### src/rtl/aud_ser_rx_pkg.sv
package aud_ser_rx_pkg;

  localparam int SLOT_W = 32;
  localparam int CNT_W  = $clog2(SLOT_W + 1);

  typedef enum logic [1:0] {
    FMT_RJ  = 2'b00,
    FMT_LJ  = 2'b01,
    FMT_I2S = 2'b10,
    FMT_DSP = 2'b11
  } fmt_e;

  // One sampled serial bit, valid when stb is high
  typedef struct packed {
    logic stb;
    logic dat;
    logic lr;
  } bit_ev_t;

  function automatic logic [CNT_W-1:0] word_bits(input logic [1:0] wl);
    case (wl)
      2'b00:   return CNT_W'(16);
      2'b01:   return CNT_W'(20);
      2'b10:   return CNT_W'(24);
      default: return CNT_W'(32);
    endcase
  endfunction

endpackage

### src/rtl/aud_ser_rx_sync.sv
module aud_ser_rx_sync #(
  parameter int STAGES = 2,
  parameter int WIDTH  = 1
) (
  input  logic             clk,
  input  logic             rst_n,
  input  logic [WIDTH-1:0] din,
  output logic [WIDTH-1:0] dout
);

  logic [STAGES-1:0][WIDTH-1:0] chain;

  always_ff @(posedge clk or negedge rst_n) begin
    if (!rst_n) begin
      chain <= '0;
    end else begin
      chain[0] <= din;
      for (int i = 1; i < STAGES; i++) begin
        chain[i] <= chain[i-1];
      end
    end
  end

  assign dout = chain[STAGES-1];

endmodule

### src/rtl/aud_ser_rx_edge.sv
module aud_ser_rx_edge
  import aud_ser_rx_pkg::*;
(
  input  logic    clk,
  input  logic    rst_n,
  input  logic    bclk_s,
  input  logic    dat_s,
  input  logic    lr_s,
  input  logic    bclk_inv,
  output bit_ev_t ev
);

  logic bclk_d, bclk_d_n;

  always_comb begin
    bclk_d_n = bclk_s;
  end

  always_ff @(posedge clk or negedge rst_n) begin
    if (!rst_n) bclk_d <= 1'b0;
    else        bclk_d <= bclk_d_n;
  end

  always_comb begin
    ev.stb = bclk_inv ? (bclk_d & ~bclk_s) : (~bclk_d & bclk_s);
    ev.dat = dat_s;
    ev.lr  = lr_s;
  end

endmodule

### src/rtl/aud_ser_rx_framer.sv
module aud_ser_rx_framer
  import aud_ser_rx_pkg::*;
(
  input  logic              clk,
  input  logic              rst_n,
  input  bit_ev_t           ev,
  input  fmt_e              fmt,
  input  logic [1:0]        wlen,
  input  logic              lr_inv,
  output logic              emit,
  output logic              emit_right,
  output logic [SLOT_W-1:0] emit_word
);

  logic [SLOT_W-1:0] shreg, shreg_n;
  logic              lr_q, lr_q_n;
  logic              seen, seen_n;
  logic              pend, pend_n;
  logic              pend_ch, pend_ch_n;
  logic              active, active_n;
  logic [CNT_W-1:0]  cnt, cnt_n;
  logic              ch, ch_n;
  logic              armed, armed_n;
  logic              lflag, lflag_n;

  logic              is_dsp, lr_e, trans, new_ch, delay1, start, start_ch;
  logic [CNT_W-1:0]  nbits;
  logic [SLOT_W-1:0] hist;

  always_comb begin
    nbits    = word_bits(wlen);
    is_dsp   = (fmt == FMT_DSP);
    lr_e     = is_dsp ? ev.lr : (ev.lr ^ lr_inv);
    trans    = seen & (is_dsp ? (lr_e & ~lr_q) : (lr_e ^ lr_q));
    new_ch   = is_dsp ? 1'b0 : ((fmt == FMT_I2S) ? lr_e : ~lr_e);
    delay1   = (fmt == FMT_I2S) | (is_dsp & ~lr_inv);
    hist     = {shreg[SLOT_W-2:0], ev.dat};
    start_ch = pend ? pend_ch : new_ch;
    start    = (trans & ~delay1) | pend;

    shreg_n    = shreg;
    lr_q_n     = lr_q;
    seen_n     = seen;
    pend_n     = pend;
    pend_ch_n  = pend_ch;
    active_n   = active;
    cnt_n      = cnt;
    ch_n       = ch;
    armed_n    = armed;
    lflag_n    = lflag;
    emit       = 1'b0;
    emit_right = 1'b0;
    emit_word  = '0;

    if (ev.stb) begin
      shreg_n = hist;
      lr_q_n  = lr_e;
      seen_n  = 1'b1;
      pend_n  = 1'b0;
      if (fmt == FMT_RJ) begin
        if (trans) begin
          armed_n = 1'b1;
          if (armed && (lr_q || lflag)) begin
            emit       = 1'b1;
            emit_right = ~lr_q;
            emit_word  = shreg;
          end
        end
      end else begin
        if (trans && delay1) begin
          pend_n    = 1'b1;
          pend_ch_n = new_ch;
          active_n  = 1'b0;
        end else if (start) begin
          if (start_ch && !lflag) begin
            active_n = 1'b0;
          end else begin
            active_n = 1'b1;
            cnt_n    = CNT_W'(1);
            ch_n     = start_ch;
          end
        end else if (active) begin
          cnt_n = CNT_W'(cnt + 1'b1);
        end
        if (active_n && (cnt_n == nbits)) begin
          emit       = 1'b1;
          emit_right = ch_n;
          emit_word  = hist;
          if (is_dsp && !ch_n) begin
            ch_n  = 1'b1;
            cnt_n = '0;
          end else begin
            active_n = 1'b0;
          end
        end
      end
      if (emit) lflag_n = ~emit_right;
    end
  end

  always_ff @(posedge clk or negedge rst_n) begin
    if (!rst_n) begin
      shreg   <= '0;
      lr_q    <= 1'b0;
      seen    <= 1'b0;
      pend    <= 1'b0;
      pend_ch <= 1'b0;
      active  <= 1'b0;
      cnt     <= '0;
      ch      <= 1'b0;
      armed   <= 1'b0;
      lflag   <= 1'b0;
    end else begin
      shreg   <= shreg_n;
      lr_q    <= lr_q_n;
      seen    <= seen_n;
      pend    <= pend_n;
      pend_ch <= pend_ch_n;
      active  <= active_n;
      cnt     <= cnt_n;
      ch      <= ch_n;
      armed   <= armed_n;
      lflag   <= lflag_n;
    end
  end


  cnt_range_chk: assert property (@(posedge clk) disable iff (!rst_n)
    cnt <= word_bits(wlen));


  first_change_chk: assert property (@(posedge clk) disable iff (!rst_n)
    emit |-> seen);

endmodule

### src/rtl/aud_ser_rx_out.sv
module aud_ser_rx_out
  import aud_ser_rx_pkg::*;
(
  input  logic              clk,
  input  logic              rst_n,
  input  logic              emit,
  input  logic              emit_right,
  input  logic [SLOT_W-1:0] emit_word,
  input  logic [1:0]        wlen,
  output logic              rx_valid,
  output logic              rx_right,
  output logic [SLOT_W-1:0] rx_data
);

  logic              valid_n, right_n;
  logic [SLOT_W-1:0] data_n;
  logic [CNT_W-1:0]  nbits;

  always_comb begin
    nbits   = word_bits(wlen);
    valid_n = emit;
    right_n = emit ? emit_right : rx_right;
    data_n  = emit ? (emit_word << (SLOT_W - int'(nbits))) : rx_data;
  end

  always_ff @(posedge clk or negedge rst_n) begin
    if (!rst_n) begin
      rx_valid <= 1'b0;
      rx_right <= 1'b0;
      rx_data  <= '0;
    end else begin
      rx_valid <= valid_n;
      rx_right <= right_n;
      rx_data  <= data_n;
    end
  end

  // Checker-only record of the last presented channel
  logic last_left;
  always_ff @(posedge clk or negedge rst_n) begin
    if (!rst_n)        last_left <= 1'b0;
    else if (rx_valid) last_left <= ~rx_right;
  end


  reset_out_chk: assert property (@(posedge clk)
    !rst_n |=> (!rx_valid && rx_data == '0));


  one_cycle_chk: assert property (@(posedge clk) disable iff (!rst_n)
    rx_valid |=> !rx_valid);


  low_zero_chk: assert property (@(posedge clk) disable iff (!rst_n)
    (rx_valid && wlen == 2'b00) |-> (rx_data[15:0] == 16'h0));


  order_chk: assert property (@(posedge clk) disable iff (!rst_n)
    (rx_valid && rx_right) |-> last_left);

endmodule

### src/rtl/aud_ser_rx.sv
module aud_ser_rx
  import aud_ser_rx_pkg::*;
#(
  parameter int SYNC_STAGES = 2
) (
  input  logic        clk,
  input  logic        rst_n,
  input  logic        bclk_inv,
  input  logic        lr_inv,
  input  logic [1:0]  fmt,
  input  logic [1:0]  wlen,
  input  logic        bclk,
  input  logic        lrclk,
  input  logic        sdata,
  output logic        rx_valid,
  output logic        rx_right,
  output logic [31:0] rx_data
);

  logic [1:0] rst_ff;
  logic       rst_n_i;

  always_ff @(posedge clk or negedge rst_n) begin
    if (!rst_n) rst_ff <= 2'b00;
    else        rst_ff <= {rst_ff[0], 1'b1};
  end
  assign rst_n_i = rst_ff[1];

  logic [2:0] line_s;
  bit_ev_t    ev;
  logic       emit, emit_right;
  logic [SLOT_W-1:0] emit_word;

  aud_ser_rx_sync #(.STAGES(SYNC_STAGES), .WIDTH(3)) u_sync (
    .clk   (clk),
    .rst_n (rst_n_i),
    .din   ({bclk, lrclk, sdata}),
    .dout  (line_s)
  );

  aud_ser_rx_edge u_edge (
    .clk      (clk),
    .rst_n    (rst_n_i),
    .bclk_s   (line_s[2]),
    .dat_s    (line_s[0]),
    .lr_s     (line_s[1]),
    .bclk_inv (bclk_inv),
    .ev       (ev)
  );

  aud_ser_rx_framer u_framer (
    .clk        (clk),
    .rst_n      (rst_n_i),
    .ev         (ev),
    .fmt        (fmt_e'(fmt)),
    .wlen       (wlen),
    .lr_inv     (lr_inv),
    .emit       (emit),
    .emit_right (emit_right),
    .emit_word  (emit_word)
  );

  aud_ser_rx_out u_out (
    .clk        (clk),
    .rst_n      (rst_n_i),
    .emit       (emit),
    .emit_right (emit_right),
    .emit_word  (emit_word),
    .wlen       (wlen),
    .rx_valid   (rx_valid),
    .rx_right   (rx_right),
    .rx_data    (rx_data)
  );

endmodule

### config.mk
export PLATFORM = sky130hd
export DESIGN_NAME = aud_ser_rx
export DESIGN_NICKNAME = d
export VERILOG_FILES = /design/src/rtl/aud_ser_rx_pkg.sv /design/src/rtl/aud_ser_rx_sync.sv /design/src/rtl/aud_ser_rx_edge.sv /design/src/rtl/aud_ser_rx_framer.sv /design/src/rtl/aud_ser_rx_out.sv /design/src/rtl/aud_ser_rx.sv
export SDC_FILE = /design/constraint.sdc
export NUM_CORES = 1
export LEC_CHECK = 0
export CELL_PAD_IN_SITES_DETAIL_PLACEMENT = 0
export CELL_PAD_IN_SITES_GLOBAL_PLACEMENT = 1
export CORE_MARGIN = 3
export CORE_UTILIZATION = 47
export CTS_BUF_LIST = sky130_fd_sc_hd__clkbuf_8
export CTS_CLUSTER_DIAMETER = 200
export CTS_CLUSTER_SIZE = 28
export DETAILED_ROUTE_END_ITERATION = 8
export DONT_BUFFER_PORTS = 1
export PLACE_DENSITY = 0.89
export SLEW_MARGIN = 30
export SYNTH_ARGS = -nofsm -noshare
export SYNTH_HDL_FRONTEND = slang
export SYNTH_SLANG_ARGS = --single-unit
### constraint.sdc
create_clock -name clk -period 5.9 [get_ports clk]
set_input_delay 0.59 -clock clk [delete_from_list [all_inputs] [get_ports clk]]
set_output_delay 0.59 -clock clk [all_outputs]
set_load 0.01 [all_outputs]
==> flow_metrics.env <==
export IMPL_syn_area_sq_um=5250
export IMPL_drt_pass1_iterations=5
export IMPL_cts_root_buf="clkbuf_8"
export IMPL_p_sw_share_pct=34.3
export IMPL_report_final_hold_viol_count=0
export IMPL_row_count=37
export IMPL_synthTopCellsByArea="dfrtp_1 (42%), nand2_1 (10%), mux2_2 (4.7%), a22o_1 (3.5%), nor2_1 (2.6%)"
export IMPL_final_cells=713
export IMPL_avgSynthCellArea_sq_um=8.93
export IMPL_core_area_sq_um=10600
export IMPL_p_switching_uw=582
export IMPL_skew_ns=0.0121
export IMPL_fin_crit_sh_pct=74.0
export IMPL_synth_seq_cells=89
export IMPL_crit_path_end_kind="flip-flop"
export IMPL_clk_latency_ns=0.38
export IMPL_top_layer="met4"
export IMPL_vias=4508
export IMPL_leakage_uw=0.00244
export IMPL_max_cap_violations=0
export IMPL_max_freq_ghz=0.229
export IMPL_path_clk_slew_ns=0.08
export IMPL_grt_overflow=0
export IMPL_clock_power_share_pct=27.6
export IMPL_synth_edff_count=0
export IMPL_drcViolationCount=0
export IMPL_grt_max_degree=50
export IMPL_maxSlewViolCount=0
export IMPL_grt_pass1_vias=4221
export IMPL_tns_ns=0
export IMPL_yosys_warnings=0
export IMPL_setup_viol=0
export IMPL_cp_max_fo=16
export IMPL_die_w_microns=112
export IMPL_dr_wl_met3_microns=1160
export IMPL_track_usage_pct=22.8
export IMPL_ys_seq_area_share_pct=42.4
export IMPL_outcome="finished clean"
export IMPL_die_h_microns=112
export IMPL_utilization_pct=52.6
export IMPL_yosysTopAreaCell="dfrtp_1"
export IMPL_initial_core_util_pct=49.5
export IMPL_critical_path_class="flip-flop to flip-flop"
export IMPL_antenna_found_initial=0
export IMPL_synth_cell_type_count=73
export IMPL_drtIter0Drc=522
export IMPL_slew_headroom_pct=35.4
export IMPL_internal_power_uw=1110
export IMPL_routed_wl_met2_microns=5940
export IMPL_arrival_ns=4.67
export IMPL_final_nets=589
export IMPL_hpwl_microns=9610
export IMPL_final_common_cell="nand2_1"
export IMPL_holdWs_ns=0.244
export IMPL_hold_class="input port to flip-flop"
export IMPL_cp_start_kind="flip-flop"
export IMPL_clockBufferDepth=2
export IMPL_place_gp_congestion=0.910
export IMPL_cts_htree_levels=3
export IMPL_cts_sinks=89
export IMPL_p_per_area_nw_per_um2=304
export IMPL_postRouteWirelength_microns=13800
export IMPL_ir_drop_v=0.000149
export IMPL_placed_cells=696
export IMPL_synth_cells=588
export IMPL_ys_async_sr_fraction_pct=100
export IMPL_critPathMaxStageDelay_ns=0.89
export IMPL_path_cells="xnor2_1 -> ha_1 -> nor2_1 -> o211ai_2 -> nand2_4 -> o311ai_2 -> nand4b_4 -> nor4_4 -> buf_4 -> a22oi_2 -> mux2_2 -> a211oi_1 -> a311o_1"
export IMPL_yosysTopAreaCellShare_pct=42.4
export IMPL_rsz0062_at_grt="no"
export IMPL_ant_nets=0
export IMPL_port_buffers=0
export IMPL_top_level_ports=45
export IMPL_cts_buffers_inserted=9
export IMPL_wl_met1_microns=6380
export IMPL_p_comb_share_pct=21.3
export IMPL_cp_required_ns=6.21
export IMPL_die_area_sq_um=12500
export IMPL_final_cell_mix="nand2_1 (141), dfrtp_1 (88), nor2_1 (35)"
export IMPL_ys_flop_type="dfrtp_1"
export IMPL_period_minus_slack_ns=4.37
export IMPL_routedWlPerCell_microns=19.4
export IMPL_fillerInstances=975
export IMPL_crit_slowest_cell="nor4_4"
export IMPL_drive_gt1_share_pct=12.0
export IMPL_area_growth_pct=6.22
export IMPL_grt_pass1_wl_microns=23000
export IMPL_power_frac_seq_pct=51.1
export IMPL_via_per_inst=6.32
export IMPL_synthesis_nets=605
export IMPL_cts_resized=0
export IMPL_cts_tree="yes"
export IMPL_n_antenna_cell=0
export IMPL_max_slew_worst_pin_slew_ns=0.962
[repair_timing]
| item | 4_1_cts | 5_1_grt |
|---|---|---|
| setup buffers | 0 | 0 |
| hold endpoints to repair | 2 | 0 |
| hold buffers | 1 | 0 |
[worst max-delay path, delay by kind of cell (launching register included)]
kind                     cells  cell delay, ns
multiplexers                 1            0.32
AND/OR/NAND/NOR              4            1.35
XOR/XNOR                     1            0.16
flip-flops                   1            0.41
buffers and inverters        1            0.30
adder cells (fa/ha/maj)      1            0.37
AO/OA/AOI/OAI                5            1.40
[Yosys cell counts, drive strengths merged, types with 3 or more instances]
cell type and count:
nor3 8, nor3b 4, nand2 142, a211oi 12, dfrtp 89, nand2b 6
a31oi 5, ha 6, o31ai 6, a32oi 4, inv 13, a22oi 16
mux2i 8, nor2 36, o22a 3, a22o 21, o211ai 5, a2111oi 3
xnor2 3, mux2 22, a21oi 20, a21o 9, nand3 16, a211o 6
a221oi 6, nand4 6, o21ai 33, buf 13, clkbuf 27, nor4 5
[per-stage QoR]
stage	instance area, sq um	total power [uW]	worst slack, ns
4_1_cts	5580	1700	1.61
3_3_place_gp	5350	1220	1.46
2_1_floorplan	5250	1130	2.11
6_report	5580	1700	1.53
5_1_grt	5580	1790	1.31
3_5_place_dp	5350	1240	1.32
[cell type report]
| cell class | count | area, sq um | share of cell area (%) |
|---|---|---|---|
| clock buffers | 10 | 138 | 2.47 |
| well taps | 136 | 170 | 3.05 |
| flip-flops and latches | 89 | 2230 | 40.0 |
| clock inverters | 6 | 82.6 | 1.48 |
| repair buffers | 13 | 100 | 1.79 |
| inverters | 14 | 52.6 | 0.942 |
| multi-input cells | 445 | 2800 | 50.3 |
[routing by layer]
metal  track usage, %  up-vias
met4             9.00        0
met2             31.7      209
met1             34.0     2176
met5                0        -
met3             5.38       27
li1                 -     2096
[cells by family after synthesis]
| logic type | share of synthesized area [%] |
|---|---|
| flops | 42.4 |
| mux | 6.67 |
| buf+inv | 4.36 |
| fa+ha+maj | 1.43 |
| xor+xnor | 0.500 |
| compound gates | 24.1 |
| other cells | 0.0714 |
| simple gates | 20.5 |
[path summary, 6_finish.rpt]
check / startpoint / end / slack, ns / cells after the start
worst max-delay path: u_sync.dout[1]$_DFF_PN0_ / u_out.rx_data[30]$_DFFE_PN0P_ / 1.53 / 13
max in group asynchronous: rst_ff[1]$_DFF_PN0_ / u_sync.dout[2]$_DFF_PN0_ / 4.58 / 1
worst min register to register: rst_ff[1]$_DFF_PN0_ / u_framer.lr_q$_DFFE_PN0P_ / 0.31 / 0
worst max register to register: u_sync.dout[1]$_DFF_PN0_ / u_out.rx_data[30]$_DFFE_PN0P_ / 1.53 / 13
worst min-delay path: sdata / u_sync.chain[0]$_DFF_PN0_ / 0.24 / 0
min in group asynchronous: rst_ff[1]$_DFF_PN0_ / u_framer.lr_q$_DFFE_PN0P_ / 0.31 / 0
[state kept, by name (all words and copies together), names as in the netlist, 2 cells and up]
register,cells
u_framer.cnt,6
u_out.rx_data,32
u_sync.chain,3
rst_ff,2
u_sync.dout,3
u_framer.shreg,32
[power groups by stage]
stage / Sequential (uW) / Combinational, uW / Clock, uW
after detailed placement: 878 / 358 / 0
after CTS: 865 / 360 / 478
after global routing: 885 / 406 / 502
final: 866 / 362 / 468
after global placement: 876 / 349 / 0
after floorplan: 836 / 294 / 0
Note: power is estimated with default switching activity, not from simulation.
